$ cat src/rtl/dac_pkg.sv
package dac_pkg;
  parameter int unsigned NUM_CH = 4;
  localparam int unsigned ADDR_W = $clog2(NUM_CH);

  // synchronized bus controls, packed msb first
  typedef struct packed {
    logic cs_n;
    logic wr_n;
    logic load_n;
    logic gain;
    logic pd;
  } ctrl_t;

  localparam ctrl_t CTRL_IDLE = '{cs_n: 1'b1, wr_n: 1'b1, load_n: 1'b1, gain: 1'b0, pd: 1'b0};
endpackage

$ cat src/rtl/dac_sync.sv
module dac_sync #(
  parameter int unsigned WIDTH = 1,
  parameter logic [WIDTH-1:0] RST_VAL = '0
) (
  input  logic             clk_i,
  input  logic             rst_ni,
  input  logic [WIDTH-1:0] d_i,
  output logic [WIDTH-1:0] q_o
);
  logic [WIDTH-1:0] meta_q, sync_q;

  always_ff @(posedge clk_i or negedge rst_ni) begin
    if (!rst_ni) begin
      meta_q <= RST_VAL;
      sync_q <= RST_VAL;
    end else begin
      meta_q <= d_i;
      sync_q <= meta_q;
    end
  end

  assign q_o = sync_q;
endmodule

$ cat src/rtl/dac_wr_ctrl.sv
module dac_wr_ctrl
  import dac_pkg::*;
(
  input  logic              clk_i,
  input  logic              rst_ni,
  input  logic              wr_n_s_i,
  input  logic              cs_n_s_i,
  input  logic [ADDR_W-1:0] addr_i,
  output logic [NUM_CH-1:0] wr_en_o
);
  logic wr_n_d_q;
  logic wr_rise;

  always_ff @(posedge clk_i or negedge rst_ni) begin
    if (!rst_ni) wr_n_d_q <= 1'b1;
    else         wr_n_d_q <= wr_n_s_i;
  end

  // strobe end marks the capture point
  assign wr_rise = wr_n_s_i & ~wr_n_d_q & ~cs_n_s_i;

  for (genvar k = 0; k < NUM_CH; k++) begin : g_dec
    assign wr_en_o[k] = wr_rise & (addr_i == ADDR_W'(k));
  end
endmodule

$ cat src/rtl/dac_chan.sv
module dac_chan #(
  parameter int unsigned DATA_W = 12
) (
  input  logic              clk_i,
  input  logic              arst_ni,
  input  logic              wr_en_i,
  input  logic              load_i,
  input  logic [DATA_W-1:0] data_i,
  output logic [DATA_W-1:0] dac_o
);
  logic [DATA_W-1:0] in_q, in_nxt, dac_q;

  // same-cycle load sees the fresh word
  assign in_nxt = wr_en_i ? data_i : in_q;

  always_ff @(posedge clk_i or negedge arst_ni) begin
    if (!arst_ni) begin
      in_q  <= '0;
      dac_q <= '0;
    end else begin
      in_q <= in_nxt;
      if (load_i) dac_q <= in_nxt;
    end
  end

  assign dac_o = dac_q;
endmodule

$ cat src/rtl/quad_dac_regs.sv
module quad_dac_regs
  import dac_pkg::*;
#(
  parameter int unsigned DATA_W = 12
) (
  input  logic                     clk_i,
  input  logic                     rst_ni,
  input  logic                     clr_n_i,
  input  logic                     cs_n_i,
  input  logic                     wr_n_i,
  input  logic                     load_n_i,
  input  logic [ADDR_W-1:0]        addr_i,
  input  logic [DATA_W-1:0]        data_i,
  input  logic                     gain_i,
  input  logic                     pd_i,
  output logic [NUM_CH*DATA_W-1:0] dac_o,
  output logic                     gain_o,
  output logic                     pd_o
);
  localparam int unsigned CTRL_W = $bits(ctrl_t);

  ctrl_t             ctrl_raw, ctrl_s;
  logic [NUM_CH-1:0] wr_en;
  logic              load_act;
  logic              arst_n;

  assign ctrl_raw = '{cs_n: cs_n_i, wr_n: wr_n_i, load_n: load_n_i, gain: gain_i, pd: pd_i};

  dac_sync #(.WIDTH(CTRL_W), .RST_VAL(CTRL_IDLE)) u_sync (
    .clk_i (clk_i),
    .rst_ni(rst_ni),
    .d_i   (ctrl_raw),
    .q_o   (ctrl_s)
  );

  dac_wr_ctrl u_wr (
    .clk_i   (clk_i),
    .rst_ni  (rst_ni),
    .wr_n_s_i(ctrl_s.wr_n),
    .cs_n_s_i(ctrl_s.cs_n),
    .addr_i  (addr_i),
    .wr_en_o (wr_en)
  );

  assign load_act = ~ctrl_s.load_n;
  // clear and power-on reset share the bank reset
  assign arst_n   = rst_ni & clr_n_i;

  for (genvar k = 0; k < NUM_CH; k++) begin : g_ch
    dac_chan #(.DATA_W(DATA_W)) u_ch (
      .clk_i  (clk_i),
      .arst_ni(arst_n),
      .wr_en_i(wr_en[k]),
      .load_i (load_act),
      .data_i (data_i),
      .dac_o  (dac_o[k*DATA_W +: DATA_W])
    );
  end

  assign gain_o = ctrl_s.gain;
  assign pd_o   = ctrl_s.pd;
endmodule

$ cat config.mk
export PLATFORM = sky130hd
export DESIGN_NAME = quad_dac_regs
export DESIGN_NICKNAME = d
export VERILOG_FILES = /design/src/rtl/dac_pkg.sv /design/src/rtl/dac_sync.sv /design/src/rtl/dac_wr_ctrl.sv /design/src/rtl/dac_chan.sv /design/src/rtl/quad_dac_regs.sv
export SDC_FILE = /design/constraint.sdc
export NUM_CORES = 1
export LEC_CHECK = 0
export ABC_AREA = 1
export CORE_ASPECT_RATIO = 0.6
export CORE_UTILIZATION = 53
export DETAILED_ROUTE_END_ITERATION = 6
export GPL_ROUTABILITY_DRIVEN = 0
export GPL_TIMING_DRIVEN = 0
export PLACE_DENSITY = 0.79
export SETUP_SLACK_MARGIN = 0.5
export SLEW_MARGIN = 25
export SYNTH_ARGS = -nofsm -noshare
export SYNTH_HDL_FRONTEND = slang
export SYNTH_HIERARCHICAL = 1
export SYNTH_SLANG_ARGS = --single-unit
$ cat constraint.sdc
create_clock -name clk_i -period 4.5 [get_ports clk_i]
set_input_delay 1.35 -clock clk_i [delete_from_list [all_inputs] [get_ports clk_i]]
set_output_delay 1.35 -clock clk_i [all_outputs]
set_load 0.02 [all_outputs]
==> flow_summary.json <==
{
  "cts_setup_buffers": 0,
  "yosysMostFrequentCell": "nand2_1",
  "yosys-top-cells-area": "dfrtp_1 (55%), nand2_1 (16%), inv_1 (8.7%), and2_1 (6.6%), nand3_1 (5.3%)",
  "cts_resized": 0,
  "ys.warnings.count": 6,
  "total_leakage_power_nw": 3.10,
  "synth_common_cells": "nand2_1 (197), inv_1 (105), dfrtp_1 (100), and2_1 (48), nand3_1 (48)",
  "critPathKind": "flop to output port",
  "synth-edff-count": 0,
  "drv_slew": 0,
  "ir_drop_mv": 0.242,
  "track_usage_pct": 25.2,
  "grt_setup_unrepaired": "false",
  "antenna_found_initial": 0,
  "hold_viol": 0,
  "die_width_microns": 122,
  "max_freq_mhz": 368,
  "placed_area_sq_um": 5420,
  "end_kind": "output port",
  "dr.pass1.iters": 5,
  "hold_buffers": 0,
  "tightestPinTransition_ps": 594,
  "yosysTopAreaCell": "dfrtp_1",
  "routed-via-count": 3429,
  "htree_levels": 3,
  "synth_top_area_share_pct": 55.1,
  "cp_cell_sequence": "clkdlybuf4s50_1",
  "grt_overflow_total": 0,
  "place_inst": 711,
  "synthToLayoutAreaGrowth_pct": 25.8,
  "nets": 636,
  "io_pins": 72,
  "ys.flop_type": "dfrtp_1",
  "die_h_microns": 73.7,
  "die_area_sq_um": 8960,
  "core_sq_um": 8100,
  "cp_num_buf_inv": 1,
  "grt_pass1_vias": 3502,
  "clock-sinks": 107,
  "async_flop_share_pct": 100,
  "slew_headroom_pct": 60.4,
  "crit_fanout": 2,
  "cp.required_ps": 3150,
  "diodes": 0,
  "port_buffers": 71,
  "rows": 25,
  "startpoint_type": "flop",
  "setup-violations-final": 0,
  "powerDensity_nw_per_um2": 438,
  "grt_max_degree": 64,
  "clk_latency_ps": 350,
  "avgSynthCellArea_sq_um": 8.56,
  "cts-buffers-inserted": 9,
  "dpl.hpwl_microns": 6710,
  "fin_cells": 727,
  "ant_nets": 0,
  "status": "finished clean",
  "final_core_util_pct": 70.5,
  "finClkSkew_ps": 4.65,
  "final_cell_area_sq_um": 5720,
  "netlist_instances": 531,
  "cap_viol_max_count": 0,
  "wl_per_cell_microns": 13.5,
  "grt_first_pass_wirelength_microns": 16500,
  "period_minus_slack_ps": 2720,
  "hold_class": "flop to flop",
  "remaining_drc_errors": 0,
  "start_util_pct": 56.1,
  "synthDistinctLibCells": 12,
  "final.period_utilization_pct": 60.4,
  "synth_area_sq_um": 4540,
  "cp.arrival_ps": 1370,
  "drt-initial-drc-count": 257,
  "critPathSlowestCell": "clkdlybuf4s50_1",
  "ys_ff_latch": 107,
  "drt-total-wl_microns": 9800,
  "clk_path_buf_depth": 2,
  "cts-root-buf": "clkbuf_16",
  "via_per_inst": 4.72,
  "yosysSeqAreaShare_pct": 59.1,
  "cpPeakStageDelay_ps": 620,
  "cts_tree": "built",
  "clk_pin_slew_ps": 60,
  "crit_family": "buffers and inverters",
  "drive_above_1_share_pct": 7.27,
  "synth_nets": 553
}
[cell usage in the layout, fill, tap and decap left out, types with 5 or more instances in the layout]
master,n
dfrtp_1,100
clkbuf_16,9
dfstp_2,7
inv_2,5
buf_6,8
nand2_1,197
nand3_1,48
inv_1,104
and2_1,48
clkdlybuf4s50_1,71
[cell type report]
type                       instances  area [sq um]
buffer                            16           140
clock inverter                     1          5.00
fill                             594          2390
clock buffer                      15           288
sequential                       107          2690
timing repair buffer              72           738
tap                              108           135
inverter                         110           418
multi-input combinational        298          1310
[cell families (layout without fill, tap and decap cells)]
family	Yosys count	in the layout	synth area share, %
flip-flops	107	107	59.1
AND/OR/NAND/NOR	298	298	28.7
buffers and inverters	126	214	12.2
[power breakdown]
group	total (mW)	internal, mW	switching, mW	leakage [nW]
registers	1.19	1.12	0.0646	1.25
clock network	0.768	0.435	0.333	0.146
logic	0.551	0.251	0.300	1.70
total	2.51	1.81	0.697	3.10
[per-layer routing]
metal	share of wire (%)	GRT usage, %	up-vias
met4	1.3	7.41	0
met1	46	33.5	1628
met5	0	0	-
li1	-	-	1703
met2	46	39.3	89
met3	6.6	8.70	9
[registers in the layout, indices dropped and copies added, names as in the netlist]
signal,cells
u_sync/q_o,5
u_sync/meta_q,5
g_ch.u_ch/dac_o,48
g_ch.u_ch/in_q,48
u_wr/wr_n_d_q,1
[final timing paths]
check	startpoint	cells past startpoint	to	slack, ps
setup / recovery	g_ch[2].u_ch/dac_o[11]$_DFFE_PN0P_	1	dac_o[35]	1780
hold / removal	u_sync/meta_q[2]$_DFF_PN1_	0	u_sync/q_o[2]$_DFF_PN1_	360
setup reg to reg	u_sync/q_o[3]$_DFF_PN1_	7	g_ch[3].u_ch/dac_o[0]$_DFFE_PN0P_	2960
hold reg to reg	u_sync/meta_q[2]$_DFF_PN1_	0	u_sync/q_o[2]$_DFF_PN1_	360
max in group asynchronous	rst_ni	4	g_ch[1].u_ch/dac_o[1]$_DFFE_PN0P_	2010
min in group asynchronous	rst_ni	1	u_sync/meta_q[1]$_DFF_PN0_	1330
[per-stage QoR]
stage	hold slack (ps)	setup TNS [ps]	setup WS, ps	total power, mW
after floorplan	331	0	607	1.52
after global placement	332	-116950	-1220	1.73
after detailed placement	347	0	1560	1.75
after CTS	356	0	1780	2.53
after global routing	359	0	1740	2.65
final	356	0	1780	2.51
Note: power is estimated with default switching activity, not from simulation.
